==> config.mk <==
export PLATFORM = sky130hd
export DESIGN_NAME = snoop_cache_ctl
export DESIGN_NICKNAME = d
export VERILOG_FILES = /design/src/rtl/ccc_pkg.sv /design/src/rtl/ccc_line_store.sv /design/src/rtl/ccc_snoop_resp.sv /design/src/rtl/ccc_cpu_ctrl.sv /design/src/rtl/snoop_cache_ctl.sv
export SDC_FILE = /design/constraint.sdc
export NUM_CORES = 2
export LEC_CHECK = 0
export CAP_MARGIN = 20
export CORE_ASPECT_RATIO = 1.2
export CORE_MARGIN = 8
export CORE_UTILIZATION = 58
export CTS_CLUSTER_DIAMETER = 40
export CTS_CLUSTER_SIZE = 30
export DETAILED_ROUTE_END_ITERATION = 8
export DONT_BUFFER_PORTS = 1
export PLACE_DENSITY = 0.76
export SYNTH_ARGS = -nofsm -noshare
export SYNTH_HDL_FRONTEND = slang
export SYNTH_HIERARCHICAL = 1
export SYNTH_SLANG_ARGS = --single-unit
==> constraint.sdc <==
create_clock -name clk -period 9.6 [get_ports clk]
set_input_delay 1.44 -clock clk [delete_from_list [all_inputs] [get_ports clk]]
set_output_delay 1.44 -clock clk [all_outputs]
set_load 0.1 [all_outputs]
==> src/rtl/ccc_pkg.sv <==
package ccc_pkg;
  typedef enum logic [1:0] {
    LN_INV = 2'd0,
    LN_SHR = 2'd1,
    LN_EXC = 2'd2
  } line_st_t;

  typedef enum logic [1:0] {
    BC_NONE   = 2'd0,
    BC_RDMISS = 2'd1,
    BC_WRMISS = 2'd2,
    BC_WBACK  = 2'd3
  } bus_cmd_t;

  typedef enum logic [1:0] {
    CP_IDLE = 2'd0,
    CP_WB   = 2'd1,
    CP_MISS = 2'd2
  } cpu_fsm_t;
endpackage

==> src/rtl/ccc_line_store.sv <==
module ccc_line_store
  import ccc_pkg::*;
#(
  parameter int INDEX_W = 6,
  parameter int TAG_W   = 10,
  parameter int DATA_W  = 32
) (
  input  logic               clk,
  input  logic               rst_n,
  input  logic [INDEX_W-1:0] cpu_idx,
  output line_st_t           cpu_st,
  output logic [TAG_W-1:0]   cpu_tag,
  output logic [DATA_W-1:0]  cpu_data,
  input  logic [INDEX_W-1:0] snp_idx,
  output line_st_t           snp_st,
  output logic [TAG_W-1:0]   snp_tag,
  output logic [DATA_W-1:0]  snp_data,
  input  logic               cw_en,
  input  logic [INDEX_W-1:0] cw_idx,
  input  line_st_t           cw_st,
  input  logic [TAG_W-1:0]   cw_tag,
  input  logic [DATA_W-1:0]  cw_data,
  input  logic               sw_en,
  input  logic [INDEX_W-1:0] sw_idx,
  input  line_st_t           sw_st
);
  localparam int LINES = 1 << INDEX_W;

  line_st_t          st_q   [LINES];
  logic [TAG_W-1:0]  tag_q  [LINES];
  logic [DATA_W-1:0] data_q [LINES];

  // State bits need reset; the snoop update wins if both target one line.
  for (genvar g = 0; g < LINES; g++) begin : g_line
    always_ff @(posedge clk or negedge rst_n) begin
      if (!rst_n) begin
        st_q[g] <= LN_INV;
      end else if (sw_en && sw_idx == INDEX_W'(g)) begin
        st_q[g] <= sw_st;
      end else if (cw_en && cw_idx == INDEX_W'(g)) begin
        st_q[g] <= cw_st;
      end
    end
  end

  always_ff @(posedge clk) begin
    if (cw_en) begin
      tag_q[cw_idx]  <= cw_tag;
      data_q[cw_idx] <= cw_data;
    end
  end

  assign cpu_st   = st_q[cpu_idx];
  assign cpu_tag  = tag_q[cpu_idx];
  assign cpu_data = data_q[cpu_idx];
  assign snp_st   = st_q[snp_idx];
  assign snp_tag  = tag_q[snp_idx];
  assign snp_data = data_q[snp_idx];
endmodule

==> src/rtl/ccc_snoop_resp.sv <==
module ccc_snoop_resp
  import ccc_pkg::*;
#(
  parameter int TAG_W  = 10,
  parameter int DATA_W = 32
) (
  input  logic              snp_valid,
  input  bus_cmd_t          snp_cmd,
  input  logic [TAG_W-1:0]  snp_tag_in,
  input  line_st_t          line_st,
  input  logic [TAG_W-1:0]  line_tag,
  input  logic [DATA_W-1:0] line_data,
  output logic              snp_hit,
  output logic              sw_en,
  output line_st_t          sw_st,
  output logic              supply,
  output logic [DATA_W-1:0] supply_data
);
  logic is_miss_cmd;

  always_comb begin
    is_miss_cmd = (snp_cmd == BC_RDMISS) || (snp_cmd == BC_WRMISS);
    snp_hit     = snp_valid && is_miss_cmd && (line_st != LN_INV) && (line_tag == snp_tag_in);
    sw_en       = 1'b0;
    sw_st       = line_st;
    supply      = 1'b0;
    supply_data = line_data;
    if (snp_hit) begin
      if (snp_cmd == BC_RDMISS) begin
        if (line_st == LN_EXC) begin
          supply = 1'b1;
          sw_en  = 1'b1;
          sw_st  = LN_SHR;
        end
      end else begin
        supply = (line_st == LN_EXC);
        sw_en  = 1'b1;
        sw_st  = LN_INV;
      end
    end
  end
endmodule

==> src/rtl/ccc_cpu_ctrl.sv <==
module ccc_cpu_ctrl
  import ccc_pkg::*;
#(
  parameter int ADDR_W  = 16,
  parameter int INDEX_W = 6,
  parameter int DATA_W  = 32
) (
  input  logic                      clk,
  input  logic                      rst_n,
  input  logic                      req_valid,
  input  logic                      req_we,
  input  logic [ADDR_W-1:0]         req_addr,
  input  logic [DATA_W-1:0]         req_wdata,
  input  logic                      snp_hit,
  output logic                      req_ready,
  output logic [INDEX_W-1:0]        look_idx,
  input  line_st_t                  look_st,
  input  logic [ADDR_W-INDEX_W-1:0] look_tag,
  input  logic [DATA_W-1:0]         look_data,
  output logic                      cw_en,
  output line_st_t                  cw_st,
  output logic [ADDR_W-INDEX_W-1:0] cw_tag,
  output logic [DATA_W-1:0]         cw_data,
  output logic                      bus_req,
  input  logic                      bus_gnt,
  output bus_cmd_t                  bus_cmd,
  output logic [ADDR_W-1:0]         bus_addr,
  output logic [DATA_W-1:0]         bus_wdata,
  input  logic [DATA_W-1:0]         bus_fill,
  output logic                      rsp_valid,
  output logic                      rsp_hit,
  output logic [DATA_W-1:0]         rsp_rdata
);
  localparam int TAG_W = ADDR_W - INDEX_W;

  cpu_fsm_t          fsm_q;
  logic              pend_we_q;
  logic [ADDR_W-1:0] pend_addr_q;
  logic [DATA_W-1:0] pend_wdata_q;

  logic [ADDR_W-1:0] cur_addr;
  logic [TAG_W-1:0]  cur_tag;
  logic              tag_eq, accept, hit_now, victim_dirty;
  logic              wb_phase, granted, fill_done;

  always_comb begin
    cur_addr     = (fsm_q == CP_IDLE) ? req_addr : pend_addr_q;
    look_idx     = cur_addr[INDEX_W-1:0];
    cur_tag      = cur_addr[ADDR_W-1:INDEX_W];
    tag_eq       = (look_tag == cur_tag);
    req_ready    = (fsm_q == CP_IDLE) && !snp_hit;
    accept       = req_valid && req_ready;
    hit_now      = accept && tag_eq &&
                   (req_we ? (look_st == LN_EXC) : (look_st != LN_INV));
    victim_dirty = (look_st == LN_EXC) && !tag_eq;
    bus_req      = (fsm_q != CP_IDLE);
    // A victim taken away by a snoop while waiting skips its write-back.
    wb_phase     = (fsm_q == CP_WB) && victim_dirty;
    granted      = bus_req && bus_gnt;
    fill_done    = granted && !wb_phase;
  end

  always_comb begin
    bus_cmd   = BC_NONE;
    bus_addr  = '0;
    bus_wdata = '0;
    if (granted) begin
      if (wb_phase) begin
        bus_cmd   = BC_WBACK;
        bus_addr  = {look_tag, look_idx};
        bus_wdata = look_data;
      end else begin
        bus_cmd   = pend_we_q ? BC_WRMISS : BC_RDMISS;
        bus_addr  = pend_addr_q;
        bus_wdata = pend_we_q ? pend_wdata_q : '0;
      end
    end
  end

  always_comb begin
    cw_en   = 1'b0;
    cw_st   = LN_EXC;
    cw_tag  = cur_tag;
    cw_data = req_wdata;
    if (hit_now && req_we) begin
      cw_en = 1'b1;
    end else if (fill_done) begin
      cw_en   = 1'b1;
      cw_st   = pend_we_q ? LN_EXC : LN_SHR;
      cw_data = pend_we_q ? pend_wdata_q : bus_fill;
    end
  end

  always_ff @(posedge clk or negedge rst_n) begin
    if (!rst_n) begin
      fsm_q        <= CP_IDLE;
      pend_we_q    <= 1'b0;
      pend_addr_q  <= '0;
      pend_wdata_q <= '0;
      rsp_valid    <= 1'b0;
      rsp_hit      <= 1'b0;
      rsp_rdata    <= '0;
    end else begin
      rsp_valid <= hit_now || fill_done;
      if (hit_now) begin
        rsp_hit   <= 1'b1;
        rsp_rdata <= req_we ? req_wdata : look_data;
      end else if (fill_done) begin
        rsp_hit   <= 1'b0;
        rsp_rdata <= pend_we_q ? pend_wdata_q : bus_fill;
      end
      unique case (fsm_q)
        CP_IDLE: begin
          if (accept && !hit_now) begin
            pend_we_q    <= req_we;
            pend_addr_q  <= req_addr;
            pend_wdata_q <= req_wdata;
            fsm_q        <= victim_dirty ? CP_WB : CP_MISS;
          end
        end
        CP_WB: begin
          if (granted) fsm_q <= wb_phase ? CP_MISS : CP_IDLE;
        end
        CP_MISS: begin
          if (granted) fsm_q <= CP_IDLE;
        end
        default: fsm_q <= CP_IDLE;
      endcase
    end
  end
endmodule

==> src/rtl/snoop_cache_ctl.sv <==
module snoop_cache_ctl
  import ccc_pkg::*;
#(
  parameter int ADDR_W  = 16,
  parameter int INDEX_W = 6,
  parameter int DATA_W  = 32
) (
  input  logic              clk,
  input  logic              rst_n,
  input  logic              cpu_req_valid,
  output logic              cpu_req_ready,
  input  logic              cpu_req_we,
  input  logic [ADDR_W-1:0] cpu_req_addr,
  input  logic [DATA_W-1:0] cpu_req_wdata,
  output logic              cpu_rsp_valid,
  output logic              cpu_rsp_hit,
  output logic [DATA_W-1:0] cpu_rsp_rdata,
  output logic              bus_req,
  input  logic              bus_gnt,
  output logic [1:0]        bus_cmd,
  output logic [ADDR_W-1:0] bus_addr,
  output logic [DATA_W-1:0] bus_wdata,
  input  logic [DATA_W-1:0] bus_fill_data,
  input  logic              snp_valid,
  input  logic [1:0]        snp_cmd,
  input  logic [ADDR_W-1:0] snp_addr,
  output logic              snp_supply,
  output logic [DATA_W-1:0] snp_data
);
  localparam int TAG_W = ADDR_W - INDEX_W;

  logic [INDEX_W-1:0] look_idx;
  line_st_t           look_st, sl_st, cw_st, sw_st;
  logic [TAG_W-1:0]   look_tag, sl_tag, cw_tag;
  logic [DATA_W-1:0]  look_data, sl_data, cw_data;
  logic               cw_en, sw_en, snp_hit;
  bus_cmd_t           cmd_e;

  ccc_line_store #(.INDEX_W(INDEX_W), .TAG_W(TAG_W), .DATA_W(DATA_W)) u_store (
    .clk      (clk),
    .rst_n    (rst_n),
    .cpu_idx  (look_idx),
    .cpu_st   (look_st),
    .cpu_tag  (look_tag),
    .cpu_data (look_data),
    .snp_idx  (snp_addr[INDEX_W-1:0]),
    .snp_st   (sl_st),
    .snp_tag  (sl_tag),
    .snp_data (sl_data),
    .cw_en    (cw_en),
    .cw_idx   (look_idx),
    .cw_st    (cw_st),
    .cw_tag   (cw_tag),
    .cw_data  (cw_data),
    .sw_en    (sw_en),
    .sw_idx   (snp_addr[INDEX_W-1:0]),
    .sw_st    (sw_st)
  );

  ccc_snoop_resp #(.TAG_W(TAG_W), .DATA_W(DATA_W)) u_snoop (
    .snp_valid   (snp_valid),
    .snp_cmd     (bus_cmd_t'(snp_cmd)),
    .snp_tag_in  (snp_addr[ADDR_W-1:INDEX_W]),
    .line_st     (sl_st),
    .line_tag    (sl_tag),
    .line_data   (sl_data),
    .snp_hit     (snp_hit),
    .sw_en       (sw_en),
    .sw_st       (sw_st),
    .supply      (snp_supply),
    .supply_data (snp_data)
  );

  ccc_cpu_ctrl #(.ADDR_W(ADDR_W), .INDEX_W(INDEX_W), .DATA_W(DATA_W)) u_cpu (
    .clk       (clk),
    .rst_n     (rst_n),
    .req_valid (cpu_req_valid),
    .req_we    (cpu_req_we),
    .req_addr  (cpu_req_addr),
    .req_wdata (cpu_req_wdata),
    .snp_hit   (snp_hit),
    .req_ready (cpu_req_ready),
    .look_idx  (look_idx),
    .look_st   (look_st),
    .look_tag  (look_tag),
    .look_data (look_data),
    .cw_en     (cw_en),
    .cw_st     (cw_st),
    .cw_tag    (cw_tag),
    .cw_data   (cw_data),
    .bus_req   (bus_req),
    .bus_gnt   (bus_gnt),
    .bus_cmd   (cmd_e),
    .bus_addr  (bus_addr),
    .bus_wdata (bus_wdata),
    .bus_fill  (bus_fill_data),
    .rsp_valid (cpu_rsp_valid),
    .rsp_hit   (cpu_rsp_hit),
    .rsp_rdata (cpu_rsp_rdata)
  );

  assign bus_cmd = cmd_e;
endmodule

After elaboration in Yosys (flattened, before gate mapping)
Memories as Yosys holds them, arrays and structs flattened.
Cells that the tools add are included.
{ "word_totals": {"n_memories": 2, "out_inout_bits": 119, "word_cells": 606, "reg_bits": 213, "in_bits": 104, "mem_bits_rw": 2688} }
{ "op_classes": {"n_reduce_logical": 220, "mux": 172, "eq_ne": 137, "magnitude_cmp": 2, "bitwise": 2} }
{ "mem_list": {"columns": ["name", "words", "width", "read_ports", "rd_clocked_by_memory_dff", "write_ports", "line", "source"], "rows": [
  ["u_store.data_q", 64, 32, 2, 0, 1, "ccc_line_store.sv:31", "logic [DATA_W-1:0] data_q [LINES];"],
  ["u_store.tag_q", 64, 10, 2, 0, 1, "ccc_line_store.sv:30", "logic [TAG_W-1:0] tag_q [LINES];"]
]} }
{ "op_table": {"columns": ["op", "count"], "rows": [
  ["6-bit equality test, second input constant", 64],
  ["2-bit 2-to-1 mux", 145],
  ["32-bit 2-to-1 mux", 9],
  ["6-bit by 5-bit equality test with 1-bit output, second input constant", 32],
  ["1-bit logical AND", 141],
  ["2-bit nonzero test", 68],
  ["6-bit by 4-bit equality test with 1-bit output, second input constant", 16],
  ["6-bit by 3-bit equality test with 1-bit output, second input constant", 8],
  ["16-bit 2-to-1 mux", 3],
  ["2-bit binary-select mux with 6-bit select", 2],
  ["6-bit by 2-bit equality test with 1-bit output, second input constant", 4],
  ["10-bit equality test", 2],
  ["7-bit >= comparator, second input constant", 2],
  ["6-bit NOT with 7-bit output", 2],
  ["6-bit by 1-bit equality test with 1-bit output, second input constant", 2],
  ["6-bit zero test", 2],
  ["1-bit 2-to-1 mux", 12],
  ["2-bit equality test, second input constant", 4],
  ["2-bit one-hot mux with 3 select lines", 1],
  ["2-bit by 1-bit equality test with 1-bit output, second input constant", 2],
  ["1-bit zero test", 4],
  ["2-bit by 1-bit inequality test with 1-bit output, second input constant", 2],
  ["3-bit AND reduction", 1],
  ["2-bit zero test", 1],
  ["other kinds (3)", 4]
]} }

Longest topological paths before layout
{ "depth": {"depth_word": 17, "mapped_depth": 26, "mapped_depth_nobuf": 20} }

Modules after synthesis
Netlist, hierarchy kept.
{ "by_module_without_submodules": {"columns": ["module", "seq_area_each_um2", "n_inst", "area_per_inst_um2", "cells_each"], "rows": [
  ["ccc_line_store", 83920.5, 1, 131872.7, 6294],
  ["ccc_cpu_ctrl", 2127.0, 1, 5959.5, 562],
  ["ccc_snoop_resp", 0.0, 1, 439.2, 56]
]} }

Worst setup path after synthesis
OpenSTA, ideal clock, no wires.
{ "synth_path": {"path_type": "input to register", "from": "input snp_addr[0]", "to": "register u_store/st_q[112] (netlist name)", "cell_stages": 21, "setup_ns": 0.088, "required_time_ns": 9.512, "setup_slack_ns": -1.869, "n_path_buf": 4, "t_arrival_ns": 11.381, "cell_sequence": "buf_2 -> buf_2 -> buf_2 -> mux4_2 -> mux4_2 -> o22ai_1 -> nor2_1 -> xor2_1 -> nor4_2 -> nand4_2 -> inv_1 -> nor2_1 -> nand2_1 -> a2111oi_2 -> nand2_1 -> nand2_1 -> clkbuf_1 -> nand4_1 -> nor4_1 -> mux2i_1 -> a21oi_1"} }
{ "synth_between": {"elab_cells_between_ends": 30, "classes_between": "eq/ne (3); mux (13); bitwise (1); reduce/logical (12); memory (1)"} }
{ "synth_lines": {"columns": ["element", "line", "source"], "rows": [
  ["start, declared", "snoop_cache_ctl.sv:26", "input logic [ADDR_W-1:0] snp_addr,"],
  ["memory 64 x 10 bit", null, null],
  ["via sl_tag[2]", "snoop_cache_ctl.sv:34", "logic [TAG_W-1:0] look_tag, sl_tag, cw_tag;"],
  ["10-bit equality test", "ccc_snoop_resp.sv:23", "snp_hit = snp_valid && is_miss_cmd && (line_st != LN_INV) && (line_tag == snp_tag_in);"],
  ["1-bit logical AND", "ccc_snoop_resp.sv:23", null],
  ["via snp_hit", "snoop_cache_ctl.sv:36", "logic cw_en, sw_en, snp_hit;"],
  ["1-bit zero test", "ccc_cpu_ctrl.sv:51", "req_ready = (fsm_q == CP_IDLE) && !snp_hit;"],
  ["1-bit logical AND", "ccc_cpu_ctrl.sv:51", null],
  ["via cpu_req_ready", "snoop_cache_ctl.sv:11", "output logic cpu_req_ready,"],
  ["1-bit logical AND", "ccc_cpu_ctrl.sv:52", "accept = req_valid && req_ready;"],
  ["1-bit logical AND (2 in series)", "ccc_cpu_ctrl.sv:53", "hit_now = accept && tag_eq &&"],
  ["1-bit logical AND", "ccc_cpu_ctrl.sv:85", "if (hit_now && req_we) begin"],
  ["1-bit 2-to-1 mux", "ccc_cpu_ctrl.sv:85", null],
  ["via cw_en", "snoop_cache_ctl.sv:36", null],
  ["1-bit logical AND", "ccc_line_store.sv:40", "end else if (cw_en && cw_idx == INDEX_W'(g)) begin"],
  ["2-bit nonzero test (no line)", null, null],
  ["end signal, assigned by index", "ccc_line_store.sv:39", "st_q[g] <= sw_st;"],
  ["end signal, assigned by index", "ccc_line_store.sv:41", "st_q[g] <= cw_st;"],
  ["end, declared", "ccc_line_store.sv:29", "line_st_t st_q [LINES];"]
]} }
The timed path passes the listed nets, and every way through them passes these cells. The select of a mux whose other input is x is not followed.
A chain may end at the register's enable or synchronous reset.

Final worst setup path
{ "layout_path": {"from": "register u_cpu.fsm_q[1]", "to": "output bus_addr[13]"} }
{ "layout_between": {"elab_cells_between_ends": 17, "classes_between": "eq/ne (3); mux (6); bitwise (1); reduce/logical (6); memory (1)"} }
{ "layout_lines": {"columns": ["element", "line", "source"], "rows": [
  ["start, declared", "ccc_cpu_ctrl.sv:36", "cpu_fsm_t fsm_q;"],
  ["start signal, assigned", "ccc_cpu_ctrl.sv:118", "fsm_q <= victim_dirty ? CP_WB : CP_MISS;"],
  ["start signal, assigned", "ccc_cpu_ctrl.sv:122", "if (granted) fsm_q <= wb_phase ? CP_MISS : CP_IDLE;"],
  ["2-bit zero test (*)", "ccc_cpu_ctrl.sv:47", "cur_addr = (fsm_q == CP_IDLE) ? req_addr : pend_addr_q;"],
  ["16-bit 2-to-1 mux (*)", "ccc_cpu_ctrl.sv:47", null],
  ["via look_idx[0]", "snoop_cache_ctl.sv:32", "logic [INDEX_W-1:0] look_idx;"],
  ["memory 64 x 10 bit (*)", null, null],
  ["via look_tag[7]", "snoop_cache_ctl.sv:34", null],
  ["10-bit equality test", "ccc_cpu_ctrl.sv:50", "tag_eq = (look_tag == cur_tag);"],
  ["1-bit zero test", "ccc_cpu_ctrl.sv:55", "victim_dirty = (look_st == LN_EXC) && !tag_eq;"],
  ["1-bit logical AND", "ccc_cpu_ctrl.sv:55", null],
  ["1-bit logical AND", "ccc_cpu_ctrl.sv:58", "wb_phase = (fsm_q == CP_WB) && victim_dirty;"],
  ["16-bit 2-to-1 mux (*)", "ccc_cpu_ctrl.sv:68", "if (wb_phase) begin"],
  ["16-bit 2-to-1 mux (*)", "ccc_cpu_ctrl.sv:67", "if (granted) begin"],
  ["end, declared", "snoop_cache_ctl.sv:21", "output logic [ADDR_W-1:0] bus_addr,"]
]} }
Mark *: on every way through the listed nets, which the timed path passes. The rest lies on a longest branch. The select of a mux whose other input is x is not followed.

==> flow_summary_export.csv <==
group,metric,value,unit
drt,drc_errors,0,
logic_synthesis,yosysTopAreaCell,"edfxtp_1",
setup_path,worstPathArrival,7590,ps
die,core,237000,um^2
clocking,cts-resized-gates,0,
timing,period_share,94.1,%
clocking,cts_tree,"yes",
timing,whs,236,ps
final_layout,most-common-layout-cells,"2,688 x edfxtp_1, 1,610 x mux4_2, 438 x mux2i_1",
die,die_height,551,um
hold_path,hold_class,"in2async",
global_routing,grt_max_degree,679,
run_status,status,"finished with violations",
logic_synthesis,netlist_instances,6912,
clocking,clk_latency,920,ps
setup_path,cp.required,8160,ps
drt,wirelength,462000,um
logic_synthesis,dominantRegCellSynth,"edfxtp_1",
clocking,clkTransAtPathRegs,60,ps
clocking,cts_made_buffers,349,
clocking,cts_root_buffer,"clkbuf_16",
logic_synthesis,yosys_warnings,6,
timing,setup_violations,0,
die,io_pins,223,
logic_synthesis,yosys_register_bits,2901,
logic_synthesis,netlist_top_cells_area,"edfxtp_1 58%, mux4_2 26%, dfrtp_1 3.9%",
clocking,cts_setup_buffers,0,
die,start_util,58.2,%
drt,vias_per_cell,7.83,
final_layout,nets,7168,
setup_path,critPathLaunchType,"flip-flop",
drt,wire_per_inst,43.9,um
logic_synthesis,syn_area,138000,um^2
logic_synthesis,ys_seq_area_share,62.2,%
placed_design,dp_hpwl,264000,um
timing,slew_headroom,-15.8,%
drt,dr.pass1.iters,8,
setup_path,max_stage_delay,760,ps
global_routing,grt_pass1_vias,83671,
global_routing,antenna_found_initial,15,
setup_path,worstPathCellList,"nor2_2 > inv_2 > nand2_1 > nand2_4 > buf_4 > mux4_2 > mux2_2 > o211ai_1 > a21oi_1 > buf_4 > xor2_1 > nor4_2 > buf_4 > and2_1 > a21boi_4 > nor2_4 > a22o_1 > buf_12",
timing,finalHoldViolations,0,
pwr,p_clk_share,27.6,%
drt,detail-route-antenna-nets,0,
clocking,cts.sinks,2901,
setup_path,end_kind,"output pin",
pwr,p_switching,18.5,mW
final_layout,final_common_cell,"edfxtp_1",
final_layout,syn2layout_area_growth,13.4,%
logic_synthesis,synth_top_cell_area_share,58.4,%
logic_synthesis,synth.net_count,7017,
pwr,comb_power_share,38.0,%
pwr,seqPwrFrac,34.4,%
timing,finalSetupTns,0,ps
placed_design,routabilityCongestion,0.938,
setup_path,crit_buf_inv,5,
die,die_w,462,um
setup_path,critical_path_class,"reg2out",
die,rows,196,
drt,via_count,82478,
run_status,violations,"slew limit",
timing,fmax,111,MHz
logic_synthesis,async_reset_ff_share,7.34,%
global_routing,grt_first_pass_wirelength,639000,um
placed_design,port_buffers,0,
setup_path,cpLargestDelayFamily,"simple AND/OR/NAND/NOR gates",
timing,rsz0062_at_grt,"false",
pwr,switching_share,37.4,%
logic_synthesis,avgSynthCellArea,20.0,um^2
logic_synthesis,synth-edff-count,2688,
setup_path,worst-path-max-fanout,29,
pwr,leakage,50.5,nW
global_routing,track_usage,35.8,%
job,maxCapViolCount,0,
drt,drt_iter0_drc,13999,
pwr,intPower,31.0,mW
timing,min_period,9030,ps
timing,final_max_slew_viol_count,133,
pwr,power_density,316,nW/um^2
timing,fin_skew,67.7,ps
timing,tightest_slew,1740,ps
clocking,htree_levels,5,
setup_path,cpMostUsedCell,"buf_4",
final_layout,drive_gt1_share,39.4,%
die,dieArea,254000,um^2
clocking,cts_buffer_depth,4,
setup_path,critical-path-slowest-cell,"nor2_4",
pwr,ir_drop,0.290,mV
logic_synthesis,ys_types,70,
global_routing,overflow,0,
clocking,holdBufCountCts,0,
sequential cells by signal (all words and copies together) (netlist names):
name and count:
u_store/st_q 128, u_cpu/pend_wdata_q 32, u_cpu/rsp_valid 1, u_cpu/pend_we_q 1
u_cpu/fsm_q 2, u_store/data_q 2048, u_store/tag_q 640, u_cpu/rsp_hit 1
u_cpu/rsp_rdata 32, u_cpu/pend_addr_q 16
cell families (layout without fill, tap and decap cells):
kind of cell	count (synthesis)	after routing	synth area share, %
AO/OA/AOI/OAI	555	555	2.67
XOR/XNOR	26	26	0.165
adder cells (fa/ha/maj)	1	1	0.00905
buffers and inverters	584	1021	2.12
flip-flops	2901	2901	62.2
multiplexers	2226	2226	30.9
other	0	16	0
AND/OR/NAND/NOR	619	619	1.93
worst paths after layout:
kind	from	slack [ps]	cells after the start	end
worst max-delay path	u_cpu/fsm_q[1]	570	18	bus_addr[13]
worst min-delay path	rst_n	240	0	u_cpu/pend_addr_q[11]
worst max register to register	u_cpu/fsm_q[1]	1210	20	u_store/data_q[35][19]
worst min register to register	u_cpu/pend_wdata_q[17]	530	1	u_cpu/pend_wdata_q[17]
max in group asynchronous	rst_n	8770	0	u_cpu/rsp_rdata[9]
min in group clk	u_cpu/pend_wdata_q[17]	530	1	u_cpu/pend_wdata_q[17]
Yosys cell counts (5+ instances only):
cell         n
mux2_2     150
nor2b_1     18
nor3_1      19
xor2_1      26
a21oi_1    123
buf_6       11
nand4_1     19
o21ai_0     98
inv_1       12
nand2b_1     5
clkbuf_1   225
a221oi_1    37
buf_1       45
o22ai_1     79
mux2i_1    438
nand3_1     41
nor4_1       6
a21o_1      16
o211ai_1    52
a22o_1      48
edfxtp_1  2688
nor2_1     210
and2_1       5
and3_1       6
a22oi_1     68
buf_2      169
a221o_1     14
mux4_2    1610
dfrtp_1    213
mux2_4      11
mux2_1      17
buf_4      116
nand2_1    267
through the flow:
stage	setup slack (ps)	area (um^2)	total power, mW	util [%]	instances
CTS	704	156000	48.9	65.8	10501
global route	530	157000	50.5	66.0	10520
floorplan	25.2	138000	29.2	-	6912
detailed placement	999	144000	35.4	60.8	9864
finish	571	157000	49.5	66.0	10533
global placement	1020	144000	35.0	60.7	9860
power groups by stage:
| stage | Clock (mW) | Sequential (mW) | Combinational, mW |
|---|---|---|---|
| final | 13.7 | 17.0 | 18.8 |
| after global routing | 14.2 | 17.1 | 19.3 |
| after floorplan | 0 | 17.2 | 12.0 |
| after detailed placement | 0 | 17.3 | 18.1 |
| after CTS | 13.7 | 17.0 | 18.2 |
| after global placement | 0 | 17.2 | 17.8 |
cell type report:
type	instances	area, um^2
sequential	2901	86000
fill	15058	80600
multi-input combinational	3427	50000
clock buffer	376	9020
timing repair buffer	368	4480
tap	3168	3960
clock inverter	261	3060
inverter	16	67.6
antenna	16	40.0
routing by layer:
layer	vias to the layer above	track usage (%)	routed length (um)
met3	1750	11.5	71100
met5	-	0	56
met2	7581	53.6	208000
met1	42905	45.4	143000
met4	8	23.6	40100
li1	30234	-	-
No activity file was read; power rests on OpenSTA's default activity.
